`config.mk`:
```
export PLATFORM = sky130hd
export DESIGN_NAME = field_qual_bank
export DESIGN_NICKNAME = d
export VERILOG_FILES = /design/src/rtl/fq_pkg.sv /design/src/rtl/fq_mode_dec.sv /design/src/rtl/fq_chan.sv /design/src/rtl/field_qual_bank.sv
export SDC_FILE = /design/constraint.sdc
export NUM_CORES = 1
export LEC_CHECK = 0
export ABC_AREA = 1
export CAP_MARGIN = 20
export CORE_ASPECT_RATIO = 1.5
export CORE_MARGIN = 2
export CORE_UTILIZATION = 40
export CTS_CLUSTER_SIZE = 8
export DETAILED_ROUTE_END_ITERATION = 12
export PLACE_DENSITY = 0.53
export RECOVER_POWER = 50
export SLEW_MARGIN = 20
export SYNTH_ARGS = -nofsm -noshare
export SYNTH_HDL_FRONTEND = slang
export SYNTH_SLANG_ARGS = --single-unit
```
`constraint.sdc`:
```
create_clock -name clk_i -period 1.8 [get_ports clk_i]
set_input_delay 0.27 -clock clk_i [delete_from_list [all_inputs] [get_ports clk_i]]
set_output_delay 0.27 -clock clk_i [all_outputs]
set_load 0.005 [all_outputs]
```
`src/rtl/fq_pkg.sv`:
```
package fq_pkg;
  localparam logic [1:0] SEL_LONG  = 2'b11;
  localparam logic [1:0] SEL_SHORT = 2'b10;
  localparam logic [1:0] SEL_PASS  = 2'b01;
  localparam logic [1:0] SEL_RSVD  = 2'b00;

  typedef enum logic [1:0] {
    QM_LONG,
    QM_SHORT,
    QM_PASS
  } qual_mode_e;
endpackage

```
`src/rtl/fq_mode_dec.sv`:
```
module fq_mode_dec
  import fq_pkg::*;
#(
  parameter int CNT_W     = 12,
  parameter int LIM_LONG  = 3000,
  parameter int LIM_SHORT = 1000
) (
  input  logic [1:0]       sel_i,
  output logic             byp_o,
  output logic [CNT_W-1:0] lim_o
);
  qual_mode_e mode;

  always_comb begin
    unique case (sel_i)
      SEL_SHORT: mode = QM_SHORT;
      SEL_PASS:  mode = QM_PASS;
      default:   mode = QM_LONG;  // reserved code folds onto long window
    endcase
  end

  always_comb begin
    byp_o = (mode == QM_PASS);
    lim_o = (mode == QM_SHORT) ? CNT_W'(LIM_SHORT) : CNT_W'(LIM_LONG);
  end

  always_comb begin
    if (sel_i == SEL_RSVD) a_r2_rsvd_is_long : assert (!byp_o && lim_o == CNT_W'(LIM_LONG));
  end
endmodule

```
`src/rtl/fq_chan.sv`:
```
module fq_chan #(
  parameter int CNT_W = 12
) (
  input  logic             clk_i,
  input  logic             rst_ni,
  input  logic             in_i,
  input  logic             byp_i,
  input  logic [CNT_W-1:0] lim_i,
  output logic             out_o
);
  logic             acc_q;
  logic [CNT_W-1:0] cnt_q;
  logic             diff;
  logic             done;

  assign diff = (in_i != acc_q);
  assign done = (cnt_q >= lim_i - CNT_W'(1));

  always_ff @(posedge clk_i or negedge rst_ni) begin
    if (!rst_ni) begin
      acc_q <= 1'b0;
      cnt_q <= '0;
    end else if (byp_i) begin
      acc_q <= in_i;
      cnt_q <= '0;
    end else if (!diff) begin
      cnt_q <= '0;
    end else if (done) begin
      acc_q <= in_i;
      cnt_q <= '0;
    end else begin
      cnt_q <= cnt_q + CNT_W'(1);
    end
  end

  assign out_o = (byp_i && rst_ni) ? in_i : acc_q;

  a_r3_no_early : assert property (@(posedge clk_i) disable iff (!rst_ni)
    (!byp_i && diff && !done) |=> $stable(acc_q));
  a_r9_accept : assert property (@(posedge clk_i) disable iff (!rst_ni)
    (!byp_i && diff && done) |=> (acc_q != $past(acc_q)));
  a_r5_restart : assert property (@(posedge clk_i) disable iff (!rst_ni)
    (!byp_i && !diff) |=> (cnt_q == '0 && $stable(acc_q)));
  a_r8_track : assert property (@(posedge clk_i) disable iff (!rst_ni)
    byp_i |=> (acc_q == $past(in_i)));
endmodule

```
`src/rtl/field_qual_bank.sv`:
```
module field_qual_bank #(
  parameter int NUM_CH     = 8,
  parameter int CYC_PER_MS = 1000,
  parameter int LONG_MS    = 3,
  parameter int SHORT_MS   = 1
) (
  input  logic              clk_i,
  input  logic              rst_ni,
  input  logic [NUM_CH-1:0] raw_i,
  input  logic [1:0]        sel_i,
  output logic [NUM_CH-1:0] filt_o
);
  localparam int LIM_LONG  = LONG_MS * CYC_PER_MS;
  localparam int LIM_SHORT = SHORT_MS * CYC_PER_MS;
  localparam int CNT_W     = $clog2(LIM_LONG + 1);

  logic             byp;
  logic [CNT_W-1:0] lim;

  fq_mode_dec #(
    .CNT_W    (CNT_W),
    .LIM_LONG (LIM_LONG),
    .LIM_SHORT(LIM_SHORT)
  ) u_dec (
    .sel_i(sel_i),
    .byp_o(byp),
    .lim_o(lim)
  );

  for (genvar g = 0; g < NUM_CH; g++) begin : g_ch
    fq_chan #(.CNT_W(CNT_W)) u_ch (
      .clk_i (clk_i),
      .rst_ni(rst_ni),
      .in_i  (raw_i[g]),
      .byp_i (byp),
      .lim_i (lim),
      .out_o (filt_o[g])
    );
  end

  always_comb begin
    if (!rst_ni) a_r1_reset_low : assert (filt_o == '0);
  end

  a_r7_pass_follow : assert property (@(posedge clk_i) disable iff (!rst_ni)
    byp |-> (filt_o == raw_i));
endmodule

```
Word-level counts from Yosys, hierarchy flattened:

Index checks and enable logic that the tools add are counted.

* memories kept: 0
* bits in writable memories: 0
* output and inout bits: 8
* register bits after elaboration: 104
* latch bits: 0
* logic and storage cells: 128
* memory bits (read-only): 0

* eq/ne operators: 12
* reductions and logical operators: 25
* add/sub/neg operators: 9
* mux-type cells: 58
* magnitude comparators: 8
* multiply operators: 0
* bitwise operators: 0
* divide/modulo/power cells: 0
* shift-type cells: 0

Operator list (number)
* $mux W12: 25
* $add A12 B1 Y12 const B: 8
* $ge A12 B12 Y1: 8
* $mux W1: 32
* $reduce_bool A2 Y1: 16
* $reduce_and A2 Y1: 8
* $sub A12 B1 Y12 const B: 1
* $ne A1 B1 Y1: 8
* $eq A2 B1 Y1 const B: 2
* $eq A2 B2 Y1 const B: 2
* $pmux W2 S2: 1
* $logic_and A1 B1 Y1: 1

Longest topological paths before layout:

Gate-level depths: netlist of run 1.

* depth after elaboration: 9
* depth in mapped cells: 12
* mapped depth without buffers: 11

Modules after synthesis:

From an unflattened synthesis of run 1, not the netlist that was laid out.

* cells, all modules: 1355
* area, all modules: 9626.7 µm²

By module, submodules not included
* fq_chan (g_ch[1].u_ch ...): cells each 166, area each 1184.9 µm², times used 6, sequential area each 325.3 µm²
* fq_chan (g_ch[3].u_ch): cells each 172, area each 1209.9 µm², times used 1, sequential area each 325.3 µm²
* fq_chan (g_ch[0].u_ch): cells each 170, area each 1206.2 µm², times used 1, sequential area each 325.3 µm²
* fq_mode_dec: cells each 17, area each 101.3 µm², times used 1, sequential area each 0.0 µm²

Least setup slack after synthesis of run 1:

Ideal clock, no wire load.

* kind: in2reg
* from: in sel_i[0]
* to: reg g_ch[7].u_ch.cnt_q[10]
* arrival: 1.526 ns
* slack: 0.151 ns
* stages: 12
* required time: 1.678 ns
* path buffers: 2
* cells stage by stage: inv_2 nand2_2 buf_6 ha_1 nand2_1 nor2_1 nand2_1 nor2_1 nand2_1 nand4_1 buf_4 nor2_2

* longest elaborated chain between the ends: 9

Ends and longest elaborated chain
* from (decl): RTL line field_qual_bank.sv:10 `input logic [1:0] sel_i,`
* $eq A2 B1 Y1 or $eq A2 B2 Y1 (tied branches): RTL line fq_mode_dec.sv:15 `unique case (sel_i)`
* $pmux W2 S2 *: RTL line fq_mode_dec.sv:15
* $eq A2 B1 Y1: RTL line fq_mode_dec.sv:24 `lim_o = (mode == QM_SHORT) ? CNT_W'(LIM_SHORT) : CNT_W'(LIM_LONG);`
* $mux W12: RTL line fq_mode_dec.sv:24
* $sub A12 B1 Y12: RTL line fq_chan.sv:17 `assign done = (cnt_q >= lim_i - CNT_W'(1));`
* $ge A12 B12 Y1: RTL line fq_chan.sv:17
* $mux W12: RTL line fq_chan.sv:28 `end else if (done) begin`
* $mux W12: RTL line fq_chan.sv:26 `end else if (!diff) begin`
* $mux W12 *: RTL line fq_chan.sv:23 `end else if (byp_i) begin`
* to (signal assigned): RTL line fq_chan.sv:32 `cnt_q <= cnt_q + CNT_W'(1);`
* to (decl): RTL line fq_chan.sv:12 `logic [CNT_W-1:0] cnt_q;`

Mark *: on every way between the ends. The rest lies on a longest branch, timed or not.
A chain may end at the register's enable or synchronous reset.

Final worst setup path of run 1:

* from: in sel_i[0]
* to: out filt_o[3]

* longest elaborated chain between the ends: 5

Ends and longest elaborated chain
* $eq A2 B1 Y1 or $eq A2 B2 Y1 (tied branches): RTL line fq_mode_dec.sv:15
* $pmux W2 S2 *: RTL line fq_mode_dec.sv:15
* $eq A2 B2 Y1 *: RTL line fq_mode_dec.sv:23 `byp_o = (mode == QM_PASS);`
* $logic_and A1 B1 Y1 *: RTL line fq_chan.sv:36 `assign out_o = (byp_i && rst_ni) ? in_i : acc_q;`
* $mux W1 *: RTL line fq_chan.sv:36
* to (decl): RTL line field_qual_bank.sv:11 `output logic [NUM_CH-1:0] filt_o`

Marks and branches as above.

==> results of run 1 <==
==> cell families after synthesis <==
logic type / after synthesis / synth area share [%]
fa+ha+maj: 16 / 3.362
compound gates: 45 / 4.560
mux: 8 / 1.513
simple gates: 434 / 31.50
xor+xnor: 56 / 8.237
buf+inv: 96 / 7.123
flops: 104 / 43.71
==> where the power goes <==
group	switching, mW	internal, mW
logic	0.389	0.326
clock network	0.949	0.968
registers	0.0769	2.44
total	1.41	3.73
==> layout make-up <==
type | count | area, um^2
Inverter | 76 | 285.3
Multi-Input combinational cell | 559 | 2944
Clock inverter | 7 | 63.81
Clock buffer | 9 | 225.2
Fill cell | 1405 | 7498
Sequential cell | 104 | 2603
Timing Repair Buffer | 74 | 661.9
Tap cell | 196 | 245.2
==> per-layer routing <==
metal / GRT usage, % / vias to the layer above / wire length (um) / part of all wire (%)
met5: 0 / - / 0 / 0
met4: 4.569 / 0 / 120 / 0.97
met3: 3.156 / 9 / 186 / 1.5
met2: 31.16 / 36 / 6434 / 52
met1: 20.42 / 2295 / 5591 / 45
li1: - / 2530 / - / -
==> critical path, delay by kind of cell <==
family                 cells  cell delay [ns]
buffers and inverters      4             0.77
muxes                      1             0.32
and+or+nand+nor            1             0.09
==> stage by stage <==
stage	total power, mW	setup slack [ns]
finish	5.148	0.07558
global route	5.452	0.006351
CTS	5.242	0.03401
detailed placement	3.315	-0.4354
global placement	3.293	-0.3946
floorplan	2.973	0.1514
==> Yosys cell counts (2+ instances only) <==
cell type  instances  area, um^2
inv_2              2       7.510
a21oi_1            6       30.03
nor2_1           128       480.5
nor2_2            22       137.6
o21bai_1           2       15.01
a31oi_1            3       18.77
nor3_1             5       25.02
clkbuf_1           2       7.510
a31o_2             3       26.28
o21ai_0           22       110.1
a21oi_2            5       43.79
or2_2              6       37.54
a21o_1             2       15.01
nand2_1          189       709.4
ha_1              16       200.2
and3_1             7       43.79
xor2_1            46       402.9
nand4_1           21       131.4
xnor2_1           10       87.58
nand3_2            2       20.02
mux2_2             8       90.09
buf_4             14       105.1
dfrtp_1          104        2603
buf_2              3       15.01
nand3_1           51       255.2
inv_1             74       277.8
==> flip-flops by register name, summed over array words and instances, names as in the netlist <==
signal           cells
g_ch.u_ch.acc_q      8
g_ch.u_ch.cnt_q     96
==> final timing paths <==
path                                                  from                          endpoint  slack, ns  depth (start not counted)
max                                               sel_i[0]                         filt_o[3]       0.08                          6
min                                                 rst_ni   g_ch[4].u_ch.cnt_q[9]$_DFF_PN0_       0.40                          2
max reg2reg                g_ch[2].u_ch.cnt_q[0]$_DFF_PN0_  g_ch[2].u_ch.cnt_q[10]$_DFF_PN0_       0.21                          7
min reg2reg                g_ch[3].u_ch.cnt_q[0]$_DFF_PN0_   g_ch[3].u_ch.cnt_q[0]$_DFF_PN0_       0.45                          1
max in group asynchronous                           rst_ni   g_ch[5].u_ch.cnt_q[7]$_DFF_PN0_       0.47                          2
min in group clk_i         g_ch[3].u_ch.cnt_q[0]$_DFF_PN0_   g_ch[3].u_ch.cnt_q[0]$_DFF_PN0_       0.45                          1
==> timing repair <==
action,4_1_cts,5_1_grt
buffers inserted,1,0
gates resized for setup,16,4
endpoints found under the setup margin,68,4
==> results.yml, run 1 <==
logic_synthesis:
  synthFlopType: "dfrtp_1"
  async_flop_share_pct: 100.0
  ys_ff_latch: 104
  syn_area_per_cell_um2: 7.845
  syn_inst: 759
  ys_seq_area_share_pct: 43.71
  synth_edf_count: 0
  ys_warn_count: 0
  synth.distinct_cells: 32
  syn-num-nets: 787
  synth_area_um2: 5954
run_status:
  outcome: "completed"
placement:
  portBuffers: 19
  place_area_um2: 6741
  hpwl_mm: 9.050
  place_inst: 1008
  place_congestion: 0.8040
global_route:
  antenna_found_initial: 0
  grt_max_degree: 105
  grt_first_pass_wirelength_mm: 22.22
  grt_pass1_vias: 4953
  grt-ovfl-total: 0
  grt_util_all_layers_pct: 17.02
detailed_routing:
  drt_iter0_drc: 142
  wirelength_mm: 12.33
  vias_per_cell: 4.751
  wl_per_cell_um: 12.03
  drc: 0
  dr_total_vias: 4870
  firstDrtPassIters: 4
  ant_nets: 0
die:
  core-area_um2: 14530
  start_util_pct: 40.99
  chipHeight_um: 153.4
  die-area_um2: 15900
  die_w_um: 103.6
  row_count: 54
  io_pins: 20
power_and_ir_drop:
  cellPowerDensity_nw_per_um2: 732.4
  leakage_nw: 3.263
  peakVddDrop_mv: 0.4822
finish:
  area_growth_pct: 18.03
  drive_gt1_share_pct: 15.20
  final_core_util_pct: 48.38
  fin_area_um2: 7028
  final_cells: 1025
  final_cell_mix: "189 x nand2_1, 125 x nor2_1, 104 x dfrtp_1"
  final_common_cell: "nand2_1"
  antenna_cells: 0
  final_nets: 852
clock_network:
  htreeDepth: 3
  clkLatencyLatePin_ns: 0.35
  cts.sinks: 104
  clk_pin_slew_ns: 0.07
  ctsHoldBuffers: 0
  root_buffer: "clkbuf_16"
  tritoncts.num_buffers: 9
  cts_tree: "built"
  clk_path_buf_depth: 2
worst_setup_path:
  worstSetupPathType: "input port to output pin"
  cp_cell_sequence: "dlygate4sd2_1 -> buf_4 -> nand3_2 -> buf_6 -> mux2_2 -> dlygate4sd2_1"
  crit_fanout: 4
  startpoint_type: "input port"
  critPathArrivalTime_ns: 1.45
  cpMostUsedCell: "dlygate4sd2_1"
  max_stage_delay_ns: 0.32
  cpMaxStageDelayCell: "mux2_2"
  end_kind: "output pin"
  required_ns: 1.53
sta:
  clock_skew_ns: 0.005993
  fin_crit_sh_pct: 95.80
  maxSlewViolCount: 0
  setup_viol: 0
  final-hold-violation-count: 0
  hold_slack_ns: 0.3984
  fmaxAchievable_mhz: 579.9
  relSlewSlack_pct: 4.886
  fin_crit_ns: 1.724
  setup_tns_ns: 0
  tightestPinTransition_ns: 1.427
  rsz0062_at_grt: "false"
worst_hold_path:
  hold_path.class: "input port to asynchronous set/reset pin"
job:
  maxCapViolCount: 0
Note: power is estimated with default switching activity, not from simulation.
==> run 2, diff against run 1 <==
- SKIP_LAST_GASP: default -> 1
==> run 2 against run 1 <==
  * Largest cell class unchanged
  * Sequential share of layout area decreased by 0.20 points
  * Total power grew 0.15%
  * Critical path depth rose by 1
  * Non-clock buffer count is 2 higher
  * The run now ends with setup timing left
  * Setup slack got worse by 0.084 ns
  * Worst hold slack got worse by 0.36 ns
  * Combinational power grew 1%
  * Global-route usage hardly changed
==> results.yml, run 2 (same netlist as run 1, synthesis figures left out) <==
worst_setup_path:
  required_ns: 1.53
  worstSetupPathType: "input port to output pin"
  startpoint_type: "input port"
  end_kind: "output pin"
  crit_fanout: 4
  critPathArrivalTime_ns: 1.54
detailed_routing:
  wl_per_cell_um: 12.04
  vias_per_cell: 4.752
  drt_iter0_drc: 136
  firstDrtPassIters: 4
  dr_total_vias: 4880
  drc: 0
  ant_nets: 0
  wirelength_mm: 12.36
clock_network:
  tritoncts.num_buffers: 9
  cts_tree: "built"
  root_buffer: "clkbuf_16"
  clk_path_buf_depth: 2
  clk_pin_slew_ns: 0.07
  htreeDepth: 3
  clkLatencyLatePin_ns: 0.35
  cts.sinks: 104
placement:
  portBuffers: 19
  place_inst: 1008
  hpwl_mm: 9.050
  place_congestion: 0.8040
  post-place-ws_ns: -0.4354
die:
  die-area_um2: 15900
  chipHeight_um: 153.4
  io_pins: 20
  row_count: 54
  core-area_um2: 14530
  die_w_um: 103.6
  start_util_pct: 40.99
worst_hold_path:
  hold_path.class: "input port to asynchronous set/reset pin"
power_and_ir_drop:
  peakVddDrop_mv: 0.4822
  leakage_nw: 3.273
  p_clk_share_pct: 37.2
  power_frac_comb_pct: 14.1
  seqPwrFrac_pct: 48.8
  switching_power_mw: 1.416
  switching_share_pct: 27.47
  cellPowerDensity_nw_per_um2: 729.6
  internal_power_mw: 3.739
sta:
  setup_viol: 2
  layout_setup_ws_ns: -0.008284
  fmaxAchievable_mhz: 553.0
  rsz0062_at_grt: "true"
  tightestPinTransition_ns: 0.5764
  maxSlewViolCount: 0
  clock_skew_ns: 0.005881
  relSlewSlack_pct: 61.57
  setup_tns_ns: -0.01553
  final-hold-violation-count: 0
  fin_crit_ns: 1.808
  fin_crit_sh_pct: 100.5
global_route:
  grt_first_pass_wirelength_mm: 22.20
  grt_util_all_layers_pct: 17.01
  antenna_found_initial: 0
  grt_max_degree: 105
  grt-ovfl-total: 0
  grt_pass1_vias: 4953
finish:
  reg_top3: "g_ch.u_ch.cnt_q x96, g_ch.u_ch.acc_q x8"
  antenna_cells: 0
  top_register: "g_ch.u_ch.cnt_q"
  drive_gt1_share_pct: 15.40
  final_nets: 854
  largest_reg_flops: 96
  area_growth_pct: 18.68
  final_cell_mix: "189 x nand2_1, 125 x nor2_1, 104 x dfrtp_1"
  final_common_cell: "nand2_1"
  final_cells: 1027
run_status:
  outcome: "finished, violations left"
  violations: "setup timing"
job:
  maxCapViolCount: 0
==> run 2: cell types whose count changed in the layout (fill, tap and decap cells not counted), sizes merged <==
cell and change:
buf +3, clkbuf -2, clkdlybuf4s15 +1
==> run 2: per-stage QoR <==
stage	hold slack [ns]	total power [mW]	area [um^2]	utilization [%]
after floorplan	-0.02559	2.973	5954	-
after global placement	0.4346	3.293	6741	46.41
after detailed placement	0.4474	3.315	6741	46.41
after CTS	0.07641	5.243	7038	48.45
after global routing	0.09726	5.460	7067	48.65
final	0.03983	5.156	7067	48.65
==> run 2: metal layers <==
layer | wire [um] | up-vias | track usage, % | share of wire, %
li1 | - | 2533 | - | -
met1 | 5610 | 2298 | 20.40 | 45
met2 | 6434 | 39 | 31.16 | 52
met3 | 183 | 10 | 3.156 | 1.5
met4 | 133 | 0 | 4.569 | 1.1
met5 | 0 | - | 0 | 0
==> run 2: repair_timing <==
item,CTS,global route
hold buffers,0,0
endpoints found under the setup margin,68,5
resized for setup,13,5
buffers inserted,1,2
hold endpoints to repair,0,0
==> run 2: final cells by class <==
class	count	area, um^2
fill	1395	7460
multi-input combinational	559	2948
inverter	76	285.3
clock buffer	9	225.2
tap	196	245.2
sequential	104	2603
clock inverter	7	63.81
timing repair buffer	76	696.9
==> run 2: critical path: stages <==
cell and delay, ns:
dlygate4sd2_1 0.26, buf_4 0.15, nand3_4 0.08, buf_6 0.12
buf_4 0.10, mux2_2 0.31, dlygate4sd2_1 0.26
==> run 2: worst paths after layout <==
check,startpoint,end,slack (ns),cells after the start
worst max-delay path,sel_i[0],filt_o[1],-0.008,7
worst min-delay path,rst_ni,g_ch[4].u_ch.cnt_q[9]$_DFF_PN0_,0.04,2
worst max register to register,g_ch[2].u_ch.cnt_q[0]$_DFF_PN0_,g_ch[2].u_ch.cnt_q[10]$_DFF_PN0_,0.21,7
worst min register to register,g_ch[3].u_ch.cnt_q[0]$_DFF_PN0_,g_ch[3].u_ch.cnt_q[0]$_DFF_PN0_,0.45,1
max in group asynchronous,rst_ni,g_ch[5].u_ch.cnt_q[7]$_DFF_PN0_,1.30,2
min in group clk_i,g_ch[3].u_ch.cnt_q[0]$_DFF_PN0_,g_ch[3].u_ch.cnt_q[0]$_DFF_PN0_,0.45,1
==> run 2: power groups by stage <==
stage | Sequential, mW | Combinational (mW) | Clock, mW
5_1_grt | 2.53 | 0.823 | 2.10
3_5_place_dp | 2.56 | 0.753 | 0
6_report | 2.51 | 0.725 | 1.92
3_3_place_gp | 2.56 | 0.738 | 0
4_1_cts | 2.52 | 0.741 | 1.99
2_1_floorplan | 2.54 | 0.432 | 0
